File: config.mk
export PLATFORM = sky130hd
export DESIGN_NAME = dbg_access_ctrl
export DESIGN_NICKNAME = d
export VERILOG_FILES = /design/src/rtl/dbg_acc_pkg.sv /design/src/rtl/dbg_unlock_fsm.sv /design/src/rtl/dbg_cmd_gate.sv /design/src/rtl/dbg_activation.sv /design/src/rtl/dbg_access_ctrl.sv
export SDC_FILE = /design/constraint.sdc
export NUM_CORES = 1
export LEC_CHECK = 0
export ABC_CLOCK_PERIOD_IN_PS = 1470
export BUFFER_PORTS_ARGS = -buffer_cell sky130_fd_sc_hd__buf_4
export CAP_MARGIN = 10
export CORE_MARGIN = 8
export CORE_UTILIZATION = 35
export CTS_BUF_LIST = sky130_fd_sc_hd__clkbuf_4 sky130_fd_sc_hd__clkbuf_8 sky130_fd_sc_hd__clkbuf_16
export DETAILED_ROUTE_END_ITERATION = 16
export PLACE_DENSITY = 0.64
export SLEW_MARGIN = 0
export SYNTH_ARGS = -nofsm -noshare
export SYNTH_HDL_FRONTEND = slang
export SYNTH_HIERARCHICAL = 1
export SYNTH_SLANG_ARGS = --single-unit
File: constraint.sdc
create_clock -name clk_i -period 1.47 [get_ports clk_i]
set_input_delay 0.0735 -clock clk_i [delete_from_list [all_inputs] [get_ports clk_i]]
set_output_delay 0.0735 -clock clk_i [all_outputs]
set_load 0.02 [all_outputs]
File: src/rtl/dbg_acc_pkg.sv
package dbg_acc_pkg;
  localparam int CMD_W = 3;

  typedef enum logic [CMD_W-1:0] {
    CMD_RD_MEM  = 3'd0,
    CMD_WR_MEM  = 3'd1,
    CMD_RD_STAT = 3'd2,
    CMD_WR_STAT = 3'd3,
    CMD_BKGND   = 3'd4,
    CMD_RD_CPU  = 3'd5,
    CMD_WR_CPU  = 3'd6,
    CMD_EXIT    = 3'd7
  } cmd_e;

  typedef enum logic [1:0] {
    UL_IDLE,
    UL_CHECK,
    UL_UNLOCKED,
    UL_LOCKED_HW
  } ul_state_e;
endpackage

File: src/rtl/dbg_unlock_fsm.sv
module dbg_unlock_fsm
  import dbg_acc_pkg::*;
(
  input  logic clk_i,
  input  logic rst_ni,
  input  logic boot_i,
  input  logic special_i,
  input  logic secured_i,
  input  logic erase_done_i,
  input  logic flash_erased_i,
  output logic set_en_o,
  output logic unlocked_o,
  output logic decided_o
);
  ul_state_e state_q, state_d;

  always_comb begin
    state_d  = state_q;
    set_en_o = 1'b0;
    unique case (state_q)
      UL_IDLE:  if (boot_i && special_i && secured_i) state_d = UL_CHECK;
      UL_CHECK: if (erase_done_i) begin
        set_en_o = 1'b1;
        state_d  = flash_erased_i ? UL_UNLOCKED : UL_LOCKED_HW;
      end
      default: ;
    endcase
  end

  always_ff @(posedge clk_i or negedge rst_ni) begin
    if (!rst_ni) state_q <= UL_IDLE;
    else         state_q <= state_d;
  end

  assign unlocked_o = (state_q == UL_UNLOCKED);
  assign decided_o  = (state_q == UL_UNLOCKED) || (state_q == UL_LOCKED_HW);
endmodule

File: src/rtl/dbg_cmd_gate.sv
module dbg_cmd_gate
  import dbg_acc_pkg::*;
(
  input  logic             clk_i,
  input  logic             rst_ni,
  input  logic             secured_i,
  input  logic             special_i,
  input  logic             unlocked_i,
  input  logic             decided_i,
  input  logic             enabled_i,
  input  logic             active_i,
  input  logic             cmd_valid_i,
  input  logic [CMD_W-1:0] cmd_i,
  input  logic             paged_en_i,
  output logic             allow_o,
  output logic             hw_permit_o,
  output logic             fw_permit_o,
  output logic             stat_wr_o,
  output logic             exit_o,
  output logic             bkgnd_o,
  output logic             accept_o,
  output logic             err_o,
  output logic             paged_o
);
  logic allow_d, hw_d, fw_d, unsec_eff;
  logic allow_q, hw_q, fw_q;
  logic ok, fire, is_mem;
  cmd_e cmd;

  assign unsec_eff = !secured_i || unlocked_i;
  assign allow_d   = unsec_eff || (special_i && decided_i);
  assign hw_d      = allow_d && enabled_i;
  assign fw_d      = unsec_eff && active_i && enabled_i;

  always_ff @(posedge clk_i or negedge rst_ni) begin
    if (!rst_ni) begin
      allow_q <= 1'b0;
      hw_q    <= 1'b0;
      fw_q    <= 1'b0;
    end else begin
      allow_q <= allow_d;
      hw_q    <= hw_d;
      fw_q    <= fw_d;
    end
  end

  assign cmd = cmd_e'(cmd_i);

  always_comb begin
    unique case (cmd)
      CMD_RD_MEM, CMD_WR_MEM, CMD_BKGND: ok = hw_q;
      CMD_RD_STAT, CMD_WR_STAT:          ok = allow_q;
      default:                           ok = fw_q;
    endcase
  end

  assign fire   = cmd_valid_i && ok;
  assign is_mem = (cmd == CMD_RD_MEM) || (cmd == CMD_WR_MEM);

  assign stat_wr_o = fire && (cmd == CMD_WR_STAT);
  assign exit_o    = fire && (cmd == CMD_EXIT);
  assign bkgnd_o   = fire && (cmd == CMD_BKGND);

  always_ff @(posedge clk_i or negedge rst_ni) begin
    if (!rst_ni) begin
      accept_o <= 1'b0;
      err_o    <= 1'b0;
      paged_o  <= 1'b0;
    end else begin
      accept_o <= fire;
      err_o    <= cmd_valid_i && !ok;
      paged_o  <= fire && is_mem && paged_en_i;
    end
  end

  assign allow_o     = allow_q;
  assign hw_permit_o = hw_q;
  assign fw_permit_o = fw_q;
endmodule

File: src/rtl/dbg_activation.sv
module dbg_activation #(
  parameter int FORCE_SKIP = 1,
  localparam int SKIP_W = (FORCE_SKIP > 0) ? $clog2(FORCE_SKIP + 1) : 1
) (
  input  logic clk_i,
  input  logic rst_ni,
  input  logic boot_i,
  input  logic special_i,
  input  logic boot_en_i,
  input  logic set_en_i,
  input  logic stat_wr_i,
  input  logic stat_val_i,
  input  logic exit_i,
  input  logic allow_i,
  input  logic host_bkgnd_i,
  input  logic cpu_bgnd_i,
  input  logic bkpt_req_i,
  input  logic bkpt_tag_i,
  input  logic boundary_i,
  output logic enabled_o,
  output logic active_o,
  output logic req_o
);
  logic en_q, act_q, pend_q;
  logic [SKIP_W-1:0] skip_q;
  logic any_src, force_only, src_ok;

  assign any_src    = host_bkgnd_i || cpu_bgnd_i || bkpt_req_i;
  assign force_only = bkpt_req_i && !bkpt_tag_i && !host_bkgnd_i && !cpu_bgnd_i;
  assign src_ok     = allow_i && en_q && !act_q && any_src;

  always_ff @(posedge clk_i or negedge rst_ni) begin
    if (!rst_ni) begin
      en_q   <= 1'b0;
      act_q  <= 1'b0;
      pend_q <= 1'b0;
      skip_q <= '0;
    end else if (boot_i && special_i) begin
      act_q <= 1'b1;
      en_q  <= boot_en_i;
    end else begin
      if (set_en_i)       en_q <= 1'b1;
      else if (stat_wr_i) en_q <= stat_val_i;

      if (exit_i) act_q <= 1'b0;
      else if (pend_q && boundary_i && skip_q == '0) act_q <= 1'b1;

      if (pend_q) begin
        if (boundary_i) begin
          if (skip_q != '0) skip_q <= skip_q - 1'b1;
          else              pend_q <= 1'b0;
        end
      end else if (src_ok) begin
        pend_q <= 1'b1;
        skip_q <= force_only ? SKIP_W'(FORCE_SKIP) : '0;
      end
    end
  end

  assign enabled_o = en_q;
  assign active_o  = act_q;
  assign req_o     = pend_q;
endmodule

File: src/rtl/dbg_access_ctrl.sv
module dbg_access_ctrl
  import dbg_acc_pkg::*;
#(
  parameter int DATA_W     = 8,
  parameter int EN_BIT     = 7,
  parameter int FORCE_SKIP = 1
) (
  input  logic              clk_i,
  input  logic              rst_ni,
  input  logic              mode_special_i,
  input  logic              secured_i,
  input  logic              erase_done_i,
  input  logic              flash_erased_i,
  input  logic              cmd_valid_i,
  input  logic [CMD_W-1:0]  cmd_i,
  input  logic [DATA_W-1:0] cmd_wdata_i,
  input  logic              paged_en_i,
  input  logic              cpu_bgnd_i,
  input  logic              bkpt_req_i,
  input  logic              bkpt_tag_i,
  input  logic              instr_boundary_i,
  output logic              cmd_accept_o,
  output logic              cmd_err_o,
  output logic              cmd_paged_o,
  output logic              hw_permit_o,
  output logic              fw_permit_o,
  output logic              dbg_enabled_o,
  output logic              dbg_active_o,
  output logic              dbg_req_o,
  output logic              unsec_o
);
  logic boot_q;
  logic set_en, unlocked, decided, allow;
  logic stat_wr, exit_cmd, bkgnd;
  logic unused_wdata;

  assign unused_wdata = ^cmd_wdata_i;

  // one-shot marking the first clock after reset release
  always_ff @(posedge clk_i or negedge rst_ni) begin
    if (!rst_ni) boot_q <= 1'b1;
    else         boot_q <= 1'b0;
  end

  dbg_unlock_fsm u_unlock (
    .clk_i          (clk_i),
    .rst_ni         (rst_ni),
    .boot_i         (boot_q),
    .special_i      (mode_special_i),
    .secured_i      (secured_i),
    .erase_done_i   (erase_done_i),
    .flash_erased_i (flash_erased_i),
    .set_en_o       (set_en),
    .unlocked_o     (unlocked),
    .decided_o      (decided)
  );

  dbg_cmd_gate u_gate (
    .clk_i       (clk_i),
    .rst_ni      (rst_ni),
    .secured_i   (secured_i),
    .special_i   (mode_special_i),
    .unlocked_i  (unlocked),
    .decided_i   (decided),
    .enabled_i   (dbg_enabled_o),
    .active_i    (dbg_active_o),
    .cmd_valid_i (cmd_valid_i),
    .cmd_i       (cmd_i),
    .paged_en_i  (paged_en_i),
    .allow_o     (allow),
    .hw_permit_o (hw_permit_o),
    .fw_permit_o (fw_permit_o),
    .stat_wr_o   (stat_wr),
    .exit_o      (exit_cmd),
    .bkgnd_o     (bkgnd),
    .accept_o    (cmd_accept_o),
    .err_o       (cmd_err_o),
    .paged_o     (cmd_paged_o)
  );

  dbg_activation #(.FORCE_SKIP(FORCE_SKIP)) u_act (
    .clk_i        (clk_i),
    .rst_ni       (rst_ni),
    .boot_i       (boot_q),
    .special_i    (mode_special_i),
    .boot_en_i    (!secured_i),
    .set_en_i     (set_en),
    .stat_wr_i    (stat_wr),
    .stat_val_i   (cmd_wdata_i[EN_BIT]),
    .exit_i       (exit_cmd),
    .allow_i      (allow),
    .host_bkgnd_i (bkgnd),
    .cpu_bgnd_i   (cpu_bgnd_i),
    .bkpt_req_i   (bkpt_req_i),
    .bkpt_tag_i   (bkpt_tag_i),
    .boundary_i   (instr_boundary_i),
    .enabled_o    (dbg_enabled_o),
    .active_o     (dbg_active_o),
    .req_o        (dbg_req_o)
  );

  assign unsec_o = unlocked;
endmodule

==> impl_table.tex <==
\begin{tabular}{lr}
\hline
Metric & Value \\
\hline
\multicolumn{2}{l}{\textbf{Timing}} \\
Pins over their slew limit & 0 \\
Final clock skew & 1.58 ps \\
Setup repair after global routing missed its margin & yes \\
Fmax & 0.683 GHz \\
Tmin final & 1460 ps \\
Final Hold Viols & 0 \\
Part of the cycle the worst path needs & 0.996 \\
Minimum setup slack in the final design & 6.47 ps \\
Endpoints failing setup & 0 \\
\multicolumn{2}{l}{\textbf{Drt}} \\
Final wirelength & 1540 um \\
Number of iterations in the first detailed-routing pass & 4 \\
Drt initial violations & 2 \\
ANT nets after route & 0 \\
Vias post-DR & 572 \\
DR DRC count & 0 \\
Vias/cell & 5.15 \\
Average wire per cell in the routed design & 13.8 um \\
\multicolumn{2}{l}{\textbf{Global route}} \\
Maximum number of pins on one net before global-route repair & 14 \\
Aggregate global-route resource usage & 0.101 \\
GR Layer Usage met3 & 0.0265 \\
Wire length of the first global-routing pass & 2620 um \\
Global-route met2 utilization & 0.174 \\
Vias in the first global route & 615 \\
Number of antenna violations at the first check in global routing & 0 \\
GRT overflow & 0 \\
Met1 Usage GRT & 0.0937 \\
GRT busiest layer & met2 \\
\multicolumn{2}{l}{\textbf{Power}} \\
Highest ir drop seen on vdd & 0.672 mV \\
Power density over the cells & 1290 nW/um\^{}2 \\
Pleak & 0.442 nW \\
Tot Pwr & 0.00119 W \\
\multicolumn{2}{l}{\textbf{Floorplanning}} \\
Area enclosed by the die boundary & 3370 sq um \\
Width of the chip & 58.1 um \\
Total number of placement rows & 15 \\
Die height & 58.1 um \\
Area of the placeable core & 1690 sq um \\
Initial standard-cell utilization of the core & 0.367 \\
I/O pin total & 32 \\
\multicolumn{2}{l}{\textbf{Critical path}} \\
Endpoint type of the worst setup path & flop \\
Cell repeated most along the worst path & sky130\_fd\_sc\_hd\_\_a211oi\_2 \\
Worst R2R End & u\_act/enabled\_o \\
Cells along the critical path & and3b\_2 > a211oi\_2 > and3\_4 > nor2b\_2 > a211oi\_2 > a21oi\_1 \\
Setup slack on the worst flop-to-flop path & 6 ps \\
FF-to-FF Start & u\_gate/fw\_permit\_o \\
Depth of the most critical reg-to-reg path & 6 \\
Top fanout value on the critical path & 3 \\
WP data required & 1640 ps \\
Max stage delay cell, worst path & sky130\_fd\_sc\_hd\_\_dfrtp\_2 \\
Arrival time at the worst endpoint & 1630 ps \\
Crit start category & flop \\
Type of the worst setup path & reg2reg \\
Delay of the slowest cell on the worst path & 370 ps \\
\multicolumn{2}{l}{\textbf{Final layout}} \\
Ant. Diodes & 0 \\
Commonest non-fill, non-tap cell in the layout & sky130\_fd\_sc\_hd\_\_buf\_4 \\
Synthesis-to-finish area growth & 48.7\% \\
Commonest cells after routing, fill and taps aside & sky130\_fd\_sc\_hd\_\_buf\_4, sky130\_fd\_sc\_hd\_\_dfrtp\_1, sky130\_fd\_sc\_hd\_\_nand2\_1, sky130\_fd\_sc\_hd\_\_clkbuf\_4, sky130\_fd\_sc\_hd\_\_dlygate4sd3\_1 \\
Fraction of final layout cells with drive strength greater than 1 & 0.426 \\
Register area & 328 sq um \\
Area of combinational cells with multiple inputs & 295 sq um \\
Post-layout instance count excluding filler cells & 111 \\
Number of inserted filler cells in the final layout & 156 \\
Count of nets after finishing & 118 \\
\multicolumn{2}{l}{\textbf{Synthesis}} \\
Seq cells post-synth & 13 \\
Share of Yosys cell area claimed by the top area cell type & 0.485 \\
EDFF count, synth & 0 \\
Avg Inst Size Synth & 10.2 sq um \\
Share of the yosys chip area belonging to registers & 0.527 \\
Number of warnings issued by yosys & 6 \\
Post-Syn Nets & 84 \\
Number of distinct library cells after synthesis & 32 \\
Ys flop type & sky130\_fd\_sc\_hd\_\_dfrtp\_1 \\
Synth Cell Area & 619 sq um \\
Post-Synthesis Cells & 61 \\
Area contributors post-synth & sky130\_fd\_sc\_hd\_\_dfrtp\_1, sky130\_fd\_sc\_hd\_\_dfstp\_2, sky130\_fd\_sc\_hd\_\_nand2\_1 \\
FFs w/ async S/R, synth & 1.00 \\
Biggest area consumer among synthesized cells & sky130\_fd\_sc\_hd\_\_dfrtp\_1 \\
\multicolumn{2}{l}{\textbf{Clock tree}} \\
Level count of the clock H-tree & 1 \\
Clock buffers created by TritonCTS & 3 \\
CTS tree & yes \\
Clock insertion delay at the later pin of the skew report & 280 ps \\
Clock Root Buffer & sky130\_fd\_sc\_hd\_\_clkbuf\_4 \\
Number of sinks driven by the clock tree & 13 \\
Reg clk slew, reported paths & 80 ps \\
CTS Buffer Depth & 2 \\
\multicolumn{2}{l}{\textbf{Placed design}} \\
Final weighted congestion of routability-driven global placement & 0.792 \\
Placed instance count & 102 \\
Worst setup slack before clock tree synthesis & 6.65 ps \\
Placed wire-length estimate after detailed placement & 1180 um \\
Count of buffers from port buffering & 24 \\
\multicolumn{2}{l}{\textbf{Worst hold path}} \\
Number of cells traversed by the worst hold path & 2 \\
Type of the worst min-delay path & in2reg \\
Min-delay src & paged\_en\_i \\
Worst hold path endpoint & u\_gate/paged\_o \\
\multicolumn{2}{l}{\textbf{Status}} \\
Run status & completed \\
\multicolumn{2}{l}{\textbf{Run}} \\
Maxcap violations & 0 \\
\hline
\end{tabular}
-- logic make-up (layout without fill, tap and decap cells) --
logic type,after synthesis,in the layout,share of synthesized area
AOI/OAI and AO/OA,11,11,0.127
buffers and inverters,4,37,0.0242
DFF,13,13,0.527
muxes,1,1,0.0162
other,1,1,0.00605
and+or+nand+nor,31,31,0.299
-- sequential cells by signal, summed over array words and instances, names as in the netlist --
name	count
u_act/active_o	1
u_gate/accept_o	1
u_gate/fw_permit_o	1
u_gate/allow_o	1
u_unlock/state_q	2
u_gate/hw_permit_o	1
u_act/enabled_o	1
boot_q	1
u_gate/paged_o	1
u_act/req_o	1
u_act/skip_q	1
u_gate/err_o	1
-- worst max-delay path, delay by kind of cell, from the launching register on --
| kind | cells | cell delay (ps) |
|---|---|---|
| flops | 1 | 370 |
| compound gates | 3 | 490 |
| simple gates | 3 | 490 |
-- metal layers --
metal	vias to the layer above	routed length (um)
met5	-	0
met4	0	47
met3	4	111
met2	17	800
met1	272	576
li1	279	-
-- per-stage QoR --
| stage | setup TNS [ps] | area (sq um) | hold WS [ps] | utilization |
|---|---|---|---|---|
| floorplan | 0 | 621 | -222 | - |
| global placement | 0 | 826 | -72.5 | 0.489 |
| detailed placement | 0 | 826 | -72.2 | 0.489 |
| CTS | 0 | 906 | 34.5 | 0.536 |
| global route | -65.3 | 921 | 40.7 | 0.545 |
| finish | 0 | 921 | 45.7 | 0.545 |
-- repair_timing --
item	CTS	global route
hold endpoints to repair	16	0
buffers inserted	0	1
hold buffers	4	0
resized for setup	2	2
setup endpoints to repair	2	4
pin swaps	0	6
-- where the power goes --
part	switching (W)	internal [W]
Combinational	0.000220	0.000228
Sequential	0.0000575	0.000440
Clock	0.000121	0.000124
Total	0.000399	0.000792
-- synth_stat cells, drive strengths merged, types with 2 or more instances --
library cell	count
a211oi	3
a21oi	2
and2	2
and3	3
and3b	2
dfrtp	12
inv	3
nand2	7
nand3	2
nor2	2
nor2b	3
nor3	2
nor3b	2
o21ai	2
-- layout make-up --
cell class / count / area share
multi-input cells: 44 / 0.321
repair buffers: 30 / 0.255
flip-flops and latches: 13 / 0.356
well taps: 17 / 0.0231
clock buffers: 4 / 0.0326
inverters: 3 / 0.0122
-- worst max-delay path by stage --
stage,startpoint,end,depth (start not counted)
2_1_floorplan,u_gate/fw_permit_o,u_act/enabled_o,6
3_5_place_dp,u_gate/hw_permit_o,u_act/skip_q,6
6_report,u_gate/fw_permit_o,u_act/enabled_o,6
4_1_cts,u_gate/fw_permit_o,u_act/enabled_o,6
3_3_place_gp,u_gate/fw_permit_o,u_act/enabled_o,6
5_1_grt,u_gate/fw_permit_o,u_act/enabled_o,6
Note: power is estimated with default switching activity, not from simulation.
